===== config.mk =====
export PLATFORM = sky130hd
export DESIGN_NAME = exu_core
export DESIGN_NICKNAME = d
export VERILOG_FILES = /design/src/rtl/exu_pkg.sv /design/src/rtl/exu_decode.sv /design/src/rtl/exu_alu.sv /design/src/rtl/exu_core.sv
export SDC_FILE = /design/constraint.sdc
export NUM_CORES = 1
export LEC_CHECK = 0
export CAP_MARGIN = 5
export CELL_PAD_IN_SITES_DETAIL_PLACEMENT = 0
export CELL_PAD_IN_SITES_GLOBAL_PLACEMENT = 2
export CORE_ASPECT_RATIO = 1.75
export CORE_MARGIN = 5
export CORE_UTILIZATION = 38
export DETAILED_ROUTE_END_ITERATION = 7
export DONT_BUFFER_PORTS = 1
export GPL_ROUTABILITY_DRIVEN = 0
export PLACE_DENSITY = 0.85
export SETUP_SLACK_MARGIN = 0.15
export SLEW_MARGIN = 10
export SYNTH_ARGS = -nofsm -noshare
export SYNTH_HDL_FRONTEND = slang
export SYNTH_HIERARCHICAL = 1
export SYNTH_SLANG_ARGS = --single-unit

===== constraint.sdc =====
create_clock -name clk -period 5.95 [get_ports clk]
set_input_delay 0.595 -clock clk [delete_from_list [all_inputs] [get_ports clk]]
set_output_delay 0.595 -clock clk [all_outputs]
set_load 0.005 [all_outputs]

===== src/rtl/exu_pkg.sv =====
package exu_pkg;
    localparam int DATA_W  = 8;
    localparam int INSTR_W = 14;
    localparam int RSEL_W  = 7;
    localparam int BSEL_W  = 3;
    localparam int NIB_W   = DATA_W / 2;

    typedef enum logic [4:0] {
        K_NONE, K_ADD, K_SUB, K_AND, K_IOR, K_XOR, K_COM, K_PASS,
        K_INC, K_DEC, K_INCSZ, K_DECSZ, K_RL, K_RR, K_SWAP, K_CLR,
        K_MOVA, K_LOAD, K_BCLR, K_BSET, K_TSTCLR, K_TSTSET
    } kind_e;

    typedef struct packed {
        kind_e              kind;
        logic               use_imm;
        logic               to_acc;
        logic               to_reg;
        logic [RSEL_W-1:0]  rsel;
        logic [BSEL_W-1:0]  bsel;
        logic [DATA_W-1:0]  imm;
    } dec_t;

    typedef struct packed {
        logic we;
        logic val;
    } flag_t;

    typedef struct packed {
        logic [DATA_W-1:0] res;
        logic              wr_acc;
        logic              wr_reg;
        flag_t             c;
        flag_t             dc;
        flag_t             z;
        logic              skip;
    } exu_out_t;

    function automatic logic all_zero(input logic [DATA_W-1:0] v);
        return v == '0;
    endfunction
endpackage


===== src/rtl/exu_decode.sv =====
module exu_decode
    import exu_pkg::*;
(
    input  logic [INSTR_W-1:0] instr,
    output dec_t               dec
);
    logic [3:0] op;
    logic       dbit;

    assign op   = instr[11:8];
    assign dbit = instr[7];

    always_comb begin
        dec         = '0;
        dec.kind    = K_NONE;
        dec.rsel    = instr[RSEL_W-1:0];
        dec.bsel    = instr[9:7];
        dec.imm     = instr[DATA_W-1:0];
        case (instr[13:12])
            2'b01: begin
                case (op)
                    4'h0: if (dbit) begin
                        dec.kind   = K_MOVA;
                        dec.to_reg = 1'b1;
                    end
                    4'h1: if (dbit) begin
                        dec.kind   = K_CLR;
                        dec.to_reg = 1'b1;
                    end else if (instr[RSEL_W-1:0] == '0) begin
                        dec.kind   = K_CLR;
                        dec.to_acc = 1'b1;
                    end
                    default: begin
                        dec.to_acc = !dbit;
                        dec.to_reg = dbit;
                        case (op)
                            4'h2:    dec.kind = K_COM;
                            4'h3:    dec.kind = K_PASS;
                            4'h4:    dec.kind = K_AND;
                            4'h5:    dec.kind = K_ADD;
                            4'h6:    dec.kind = K_DEC;
                            4'h7:    dec.kind = K_DECSZ;
                            4'h8:    dec.kind = K_INC;
                            4'h9:    dec.kind = K_INCSZ;
                            4'hA:    dec.kind = K_SUB;
                            4'hB:    dec.kind = K_XOR;
                            4'hC:    dec.kind = K_RL;
                            4'hD:    dec.kind = K_SWAP;
                            4'hE:    dec.kind = K_RR;
                            default: dec.kind = K_IOR;
                        endcase
                    end
                endcase
            end
            2'b11: begin
                case (instr[11:10])
                    2'b11:   begin dec.kind = K_BCLR; dec.to_reg = 1'b1; end
                    2'b10:   begin dec.kind = K_BSET; dec.to_reg = 1'b1; end
                    2'b01:   dec.kind = K_TSTCLR;
                    default: dec.kind = K_TSTSET;
                endcase
            end
            2'b00: begin
                dec.use_imm = 1'b1;
                case (op)
                    4'h1, 4'hC: begin dec.kind = K_LOAD; dec.to_acc = 1'b1; end
                    4'h3:       begin dec.kind = K_IOR;  dec.to_acc = 1'b1; end
                    4'h8:       begin dec.kind = K_XOR;  dec.to_acc = 1'b1; end
                    4'h9:       begin dec.kind = K_AND;  dec.to_acc = 1'b1; end
                    default:    dec.use_imm = 1'b0;
                endcase
            end
            default: dec.kind = K_NONE;
        endcase
    end
endmodule


===== src/rtl/exu_alu.sv =====
module exu_alu
    import exu_pkg::*;
(
    input  dec_t              dec,
    input  logic [DATA_W-1:0] acc,
    input  logic [DATA_W-1:0] regv,
    input  logic              cin,
    output exu_out_t          out
);
    logic [DATA_W-1:0] opnd;
    logic [DATA_W-1:0] mask;
    logic [DATA_W:0]   sum;
    logic [DATA_W:0]   diff;
    logic [NIB_W:0]    lsum;
    logic [NIB_W:0]    ldiff;

    assign opnd  = dec.use_imm ? dec.imm : regv;
    assign mask  = DATA_W'(1) << dec.bsel;
    assign sum   = {1'b0, opnd} + {1'b0, acc};
    assign diff  = {1'b0, opnd} - {1'b0, acc};
    assign lsum  = {1'b0, opnd[NIB_W-1:0]} + {1'b0, acc[NIB_W-1:0]};
    assign ldiff = {1'b0, opnd[NIB_W-1:0]} - {1'b0, acc[NIB_W-1:0]};

    always_comb begin
        out        = '0;
        out.wr_acc = dec.to_acc;
        out.wr_reg = dec.to_reg;
        case (dec.kind)
            K_ADD: begin
                out.res  = sum[DATA_W-1:0];
                out.c    = '{we: 1'b1, val: sum[DATA_W]};
                out.dc   = '{we: 1'b1, val: lsum[NIB_W]};
                out.z.we = 1'b1;
            end
            K_SUB: begin
                out.res  = diff[DATA_W-1:0];
                out.c    = '{we: 1'b1, val: !diff[DATA_W]};
                out.dc   = '{we: 1'b1, val: !ldiff[NIB_W]};
                out.z.we = 1'b1;
            end
            K_AND:   begin out.res = opnd & acc;  out.z.we = 1'b1; end
            K_IOR:   begin out.res = opnd | acc;  out.z.we = 1'b1; end
            K_XOR:   begin out.res = opnd ^ acc;  out.z.we = 1'b1; end
            K_COM:   begin out.res = ~opnd;       out.z.we = 1'b1; end
            K_PASS:  begin out.res = opnd;        out.z.we = 1'b1; end
            K_INC:   begin out.res = opnd + 1'b1; out.z.we = 1'b1; end
            K_DEC:   begin out.res = opnd - 1'b1; out.z.we = 1'b1; end
            K_INCSZ: begin
                out.res  = opnd + 1'b1;
                out.skip = all_zero(opnd + 1'b1);
            end
            K_DECSZ: begin
                out.res  = opnd - 1'b1;
                out.skip = all_zero(opnd - 1'b1);
            end
            K_RL: begin
                out.res = {opnd[DATA_W-2:0], cin};
                out.c   = '{we: 1'b1, val: opnd[DATA_W-1]};
            end
            K_RR: begin
                out.res = {cin, opnd[DATA_W-1:1]};
                out.c   = '{we: 1'b1, val: opnd[0]};
            end
            K_SWAP:   out.res = {opnd[NIB_W-1:0], opnd[DATA_W-1:NIB_W]};
            K_CLR:    begin out.res = '0; out.z.we = 1'b1; end
            K_MOVA:   out.res = acc;
            K_LOAD:   out.res = opnd;
            K_BCLR:   out.res = opnd & ~mask;
            K_BSET:   out.res = opnd | mask;
            K_TSTCLR: out.skip = (opnd & mask) == '0;
            K_TSTSET: out.skip = (opnd & mask) != '0;
            default:  out.res = '0;
        endcase
        out.z.val = all_zero(out.res);
    end
endmodule


===== src/rtl/exu_core.sv =====
module exu_core
    import exu_pkg::*;
(
    input  logic               clk,
    input  logic               rst,
    input  logic               issue_i,
    input  logic [INSTR_W-1:0] instr_i,
    input  logic [DATA_W-1:0]  acc_i,
    input  logic [DATA_W-1:0]  reg_i,
    input  logic               carry_i,
    output logic [DATA_W-1:0]  result_o,
    output logic               acc_we_o,
    output logic               reg_we_o,
    output logic [RSEL_W-1:0]  reg_sel_o,
    output logic               c_we_o,
    output logic               c_o,
    output logic               dc_we_o,
    output logic               dc_o,
    output logic               z_we_o,
    output logic               z_o,
    output logic               skip_o
);
    dec_t              dec;
    exu_out_t          alu_out;
    exu_out_t          out_q;
    logic [RSEL_W-1:0] sel_q;

    exu_decode u_decode (
        .instr (instr_i),
        .dec   (dec)
    );

    exu_alu u_alu (
        .dec  (dec),
        .acc  (acc_i),
        .regv (reg_i),
        .cin  (carry_i),
        .out  (alu_out)
    );

    always_ff @(posedge clk) begin
        if (rst) begin
            out_q <= '0;
            sel_q <= '0;
        end else if (issue_i) begin
            out_q <= alu_out;
            sel_q <= dec.rsel;
        end else begin
            out_q <= '0;
            sel_q <= '0;
        end
    end

    assign result_o  = out_q.res;
    assign acc_we_o  = out_q.wr_acc;
    assign reg_we_o  = out_q.wr_reg;
    assign reg_sel_o = sel_q;
    assign c_we_o    = out_q.c.we;
    assign c_o       = out_q.c.val;
    assign dc_we_o   = out_q.dc.we;
    assign dc_o      = out_q.dc.val;
    assign z_we_o    = out_q.z.we;
    assign z_o       = out_q.z.val;
    assign skip_o    = out_q.skip;


    one_dest_chk: assert property (@(posedge clk) disable iff (rst)
        !(acc_we_o && reg_we_o));


    idle_quiet_chk: assert property (@(posedge clk) disable iff (rst)
        !issue_i |=> !(acc_we_o || reg_we_o || skip_o || c_we_o || dc_we_o || z_we_o));


    dc_with_arith_chk: assert property (@(posedge clk) disable iff (rst)
        dc_we_o |-> (c_we_o && z_we_o));


    skip_no_flags_chk: assert property (@(posedge clk) disable iff (rst)
        skip_o |-> !(c_we_o || dc_we_o || z_we_o));


    rotate_c_only_chk: assert property (@(posedge clk) disable iff (rst)
        (c_we_o && !dc_we_o) |-> !z_we_o);


    zero_matches_chk: assert property (@(posedge clk) disable iff (rst)
        z_we_o |-> (z_o == (result_o == '0)));
endmodule


* Yosys cells after proc, flatten, opt, wreduce, memory -nomap -nowiden *
Memories as Yosys holds them, arrays and structs flattened.
Cells that the tools add are included.

word-level totals
  bits in latches = 0
  memory bits (writable) = 0
  output and inout bits = 24
  bits in registers = 24
  word-level logic and storage cells = 102
  bits of input ports = 34
  ROM bits = 64
  memories = 1

memories
  name             words  width  rd ports  clocked after memory_dff  write ports  line              text
  (no name shown)  16     4      1         0                         0            exu_decode.sv:36  case (op)

operators by class
  bitwise operators = 9
  $add $sub $neg = 6
  multiplexer cells = 23
  $lt $le $gt $ge = 0
  divide/modulo/power cells = 0
  shift-type cells = 1
  multiply operators = 0
  equal/unequal tests = 31
  reductions and logical operators = 20

operators by type and width
  cell                   number
  $pmux W8 S15           1
  $eq A5 B4 Y1 const B   8
  $logic_not A8 Y1       4
  $eq A5 B5 Y1 const B   6
  $and A8 B8 Y8          3
  $eq A5 B3 Y1 const B   4
  $pmux W5 S4            1
  $not A8 Y8             2
  $or A8 B8 Y8           2
  $pmux W5 S3            1
  $reduce_or A2 Y1       7
  $eq A4 B4 Y1 const B   3
  $eq A5 B2 Y1 const B   2
  $pmux W5 S2            1
  $reduce_or A10 Y1      1
  $add A8 B8 Y9          1
  $pmux W3 S3            1
  $sub A8 B8 Y9          1
  $add A8 B1 Y8 const B  1
  $mux W1                8
  $mux W4                2
  $mux W8                1
  $pmux W2 S4            1
  $reduce_bool A8 Y1     1
  other kinds (20)       27

* Logic depth before layout (Yosys ltp) *
  depth in word-level cells = 9
  depth in mapped cells = 21
  gate-level depth less buffers = 19

* Cells and area by module *
Netlist, hierarchy kept.

by module, submodules not included
  module      area an instance (sq um)  instances  cells an instance  seq. area each (sq um)
  exu_alu     2,250.9                   1          333                0.0
  exu_core    728.2                     1          52                 480.5
  exu_decode  558.0                     1          78                 0.0

* Worst setup path before layout *
No wires, ideal clock.

  path kind = input to register
  start = input port instr_i[9]
  end = register out_q (netlist bit z_o)
  stages on the path = 21
  data arrival time = 4.573 ns
  data required time = 5.890 ns
  buffers on the path = 2
  slack = 1.318 ns
  library setup time = 0.060 ns
  cell sequence = inv_1 > ha_1 > clkbuf_1 > a21o_1 > a21oi_1 > nor3_1 > buf_4 > mux2i_2 > inv_1 > ha_1 > inv_1 > fa_1 > o21bai_1 > a21oi_1 > a2bb2oi_1 > a32o_1 > nand4_1 > or4_1 > nor2_1 > nor4b_2 > and3b_1

RTL lines
  element                 line            text
  start: declaration      exu_core.sv:7   input logic [INSTR_W-1:0] instr_i,
  end signal: assignment  exu_core.sv:46  out_q <= alu_out;
  end: declaration        exu_core.sv:25  exu_out_t out_q;

==> impl_table.tex <==
\begin{tabular}{lr}
\hline
Metric & Value \\
\hline
\multicolumn{2}{l}{\textbf{Outcome}} \\
\quad Result of the run & finished clean \\
\multicolumn{2}{l}{\textbf{Cells and area}} \\
\quad ANT cells & 0 \\
\quad Fraction of layout cells with a size suffix above 1 & 8.37\% \\
\quad Final core area utilization & 39.1\% \\
\quad Number of nets at the end of the flow & 492 \\
\quad Layout area overhead & 0.637\% \\
\multicolumn{2}{l}{\textbf{Worst hold path}} \\
\quad Hold Path Depth & 1 \\
\quad Startpoint of the tightest hold check path & issue\_i \\
\quad Type of the most critical hold path & input port to register \\
\quad WHS Endpoint & skip\_o \\
\multicolumn{2}{l}{\textbf{CTS}} \\
\quad H-tree levels & 1 \\
\quad Count of clock tree sinks & 24 \\
\quad Hold\_buf cts & 0 \\
\quad Post-CTS setup buffer count & 0 \\
\quad TritonCTS clock tree & done \\
\quad Resized Gates After CTS & 0 \\
\quad Total clock buffers created by CTS & 3 \\
\quad Clock slew at reported path FFs & 60 ps \\
\quad Cell at the root of the clock tree & sky130\_fd\_sc\_hd\_\_clkbuf\_16 \\
\quad Buffers from clock root to sink, at most & 2 \\
\multicolumn{2}{l}{\textbf{GRT}} \\
\quad M3 GR Usage & 3.23\% \\
\quad Peak-usage layer in the global routing report & met2 \\
\quad Total overflow reported by the global router & 0 \\
\quad Met1 track demand over resource in global routing & 20.4\% \\
\quad Global-route wire length before repair & 19.0 mm \\
\quad Number of antenna violations at the first check in global routing & 0 \\
\quad M2 GR Usage & 39.9\% \\
\quad Vias in the first global route & 3600 \\
\quad Total global routing track utilization & 20.7\% \\
\quad Maximum number of pins on one net before global-route repair & 25 \\
\multicolumn{2}{l}{\textbf{Critical path}} \\
\quad Cell type with the highest occurrence count on the critical path & sky130\_fd\_sc\_hd\_\_inv\_1 \\
\quad Family with the most delay on the worst path & simple AND/OR/NAND/NOR gates \\
\quad Highest cell delay on the worst timing path & 580 ps \\
\quad Worst Setup Path Type & input port to register \\
\quad Number of buffer and inverter stages on the critical path & 5 \\
\quad Data arrival time of the worst path & 4770 ps \\
\quad Crit path capture type & register \\
\quad Critical path startpoint category & input port \\
\quad Library cell contributing the largest single delay on the critical path & sky130\_fd\_sc\_hd\_\_or4b\_1 \\
\quad CP Cell Sequence & inv\_1 -> ha\_1 -> a21o\_1 -> a21oi\_1 -> nor3\_2 -> buf\_4 -> mux2i\_2 -> buf\_4 -> inv\_1 -> ha\_1 -> inv\_1 -> fa\_1 -> o22ai\_1 -> a2111oi\_2 -> or4b\_1 -> or4\_1 -> nor2\_1 -> nor4b\_2 -> and3b\_1 \\
\quad Max Fanout on Critical Path & 16 \\
\quad Required arrival time at the worst endpoint & 6150 ps \\
\multicolumn{2}{l}{\textbf{Drt}} \\
\quad Post-detailed-routing wire length & 12.2 mm \\
\quad First-iteration detailed-routing DRC count & 216 \\
\quad Post-DR wirelength/cell & 22.2 µm \\
\quad Average vias per placed instance & 6.40 \\
\quad Via Count & 3520 \\
\quad Antenna Violating Nets Remaining & 0 \\
\quad Detailed-routing iteration count for the pre-antenna-repair pass & 5 \\
\quad DRC viols & 0 \\
\multicolumn{2}{l}{\textbf{Synth}} \\
\quad Synth Instances & 463 \\
\quad Fraction of the yosys area taken by sequential cells & 13.6\% \\
\quad Number of flops mapped to enable cells by yosys & 0 \\
\quad Library cells used by synthesis & 80 \\
\quad Cell types with the largest area share after synthesis & sky130\_fd\_sc\_hd\_\_dfxtp\_1, sky130\_fd\_sc\_hd\_\_ha\_1, sky130\_fd\_sc\_hd\_\_and3b\_1, sky130\_fd\_sc\_hd\_\_buf\_4, sky130\_fd\_sc\_hd\_\_a21oi\_1 \\
\quad Library cell with the largest summed area after synthesis & sky130\_fd\_sc\_hd\_\_dfxtp\_1 \\
\quad Synth top area share & 13.6\% \\
\quad FFs w/ async S/R, synth & 0\% \\
\quad Nets in the synthesized netlist & 524 \\
\quad Area of the mapped netlist & 3540 µm² \\
\quad Dominant register cell in the synthesized netlist & sky130\_fd\_sc\_hd\_\_dfxtp\_1 \\
\quad Count of warnings emitted by yosys & 6 \\
\quad Synth cell count leaders & sky130\_fd\_sc\_hd\_\_a21oi\_1, sky130\_fd\_sc\_hd\_\_nor2\_1, sky130\_fd\_sc\_hd\_\_nand2\_1, sky130\_fd\_sc\_hd\_\_inv\_1, sky130\_fd\_sc\_hd\_\_ha\_1 \\
\quad Number of synthesized register bits & 24 \\
\quad Syn avg cell area & 7.64 µm² \\
\multicolumn{2}{l}{\textbf{Power and ir drop}} \\
\quad Pwr dens & 167 nW/µm² \\
\quad Design Power & 594 µW \\
\quad Total leakage power & 1.41 nW \\
\quad Worst IR Drop VDD & 0.104 mV \\
\multicolumn{2}{l}{\textbf{Floorplanning}} \\
\quad Die Footprint & 11400 µm² \\
\quad Die span in x & 82.9 µm \\
\quad Starting utilization of the core area & 38.9\% \\
\quad Core Region & 9090 µm² \\
\quad Die height & 138 µm \\
\quad Row cnt & 46 \\
\quad Number of top-level design ports & 58 \\
\multicolumn{2}{l}{\textbf{Timing}} \\
\quad Peak clock frequency supported by timing & 219 MHz \\
\quad Post-Route Setup TNS & 0 ps \\
\quad Final min period & 4570 ps \\
\quad Final Slew Violations & 0 \\
\quad Worst slew pin tran & 844 ps \\
\quad Setup violation total in the final timing report & 0 \\
\quad Final setup slack of the worst path & 1380 ps \\
\quad Unrepaired setup endpoints after global routing & false \\
\quad Relative slew margins & 43.7\% \\
\quad Hold Violations, Final & 0 \\
\quad Tcrit/Tclk final & 76.8\% \\
\multicolumn{2}{l}{\textbf{Job}} \\
\quad Number of max-cap violations & 0 \\
\multicolumn{2}{l}{\textbf{Placement}} \\
\quad Setup Slack @ Placement & 1180 ps \\
\quad DP HPWL & 9.73 mm \\
\quad Number of input and output port buffers inserted & 0 \\
\hline
\end{tabular}
-- cells in the final DEF (no fill, tap or decap), types with 13 or more instances in the layout --
cell type,n
sky130_fd_sc_hd__nand2_1,29
sky130_fd_sc_hd__ha_1,25
sky130_fd_sc_hd__and3b_1,20
sky130_fd_sc_hd__inv_1,27
sky130_fd_sc_hd__nand3_1,14
sky130_fd_sc_hd__xnor2_1,13
sky130_fd_sc_hd__dfxtp_1,24
sky130_fd_sc_hd__nor2_1,31
sky130_fd_sc_hd__a21oi_1,31
sky130_fd_sc_hd__nor3_1,16
-- registers in the layout (all words and copies together), names as in the netlist --
register	count
result_o	8
reg_sel_o	7
acc_we_o	1
c_o	1
c_we_o	1
dc_o	1
dc_we_o	1
reg_we_o	1
skip_o	1
z_o	1
z_we_o	1
-- layout make-up --
cell class / count / area (µm²)
repair buffers: 11 / 82.6
fillers: 996 / 5530
inverters: 29 / 114
flip-flops and latches: 24 / 480
well taps: 120 / 150
multi-input cells: 362 / 2640
clock buffers: 4 / 88.8
-- worst max-delay path by stage --
stage	from	endpoint	slack [ps]	cells past startpoint
2_1_floorplan	instr_i[9]	z_o	1320	21
3_3_place_gp	instr_i[9]	z_o	1160	19
3_5_place_dp	instr_i[9]	z_o	1180	19
4_1_cts	instr_i[9]	z_o	1400	19
5_1_grt	instr_i[9]	z_o	1070	19
6_report	instr_i[9]	z_o	1380	19
-- cells by family after synthesis --
family | synth area share [%]
flops | 13.6
xor+xnor | 3.71
buf+inv | 11.8
fa+ha+maj | 9.98
mux | 4.28
simple gates | 29.4
compound gates | 27.2
-- layer usage --
metal	up-vias	part of all wire (%)
li1	1654	-
met1	1652	35
met2	157	53
met3	57	5.1
met4	0	7.3
met5	-	0
-- power breakdown --
group / switching [mW] / internal (mW) / total (mW)
Combinational: 0.161 / 0.104 / 0.265
Clock: 0.0536 / 0.103 / 0.156
Sequential: 0.00429 / 0.169 / 0.173
-- metrics by stage --
stage	area, µm²	hold slack, ps	instances
floorplan	3540	772	463
global placement	3470	754	546
detailed placement	3470	756	546
CTS	3560	490	550
global route	3560	488	550
finish	3560	492	550
Note: power is estimated with default switching activity, not from simulation.
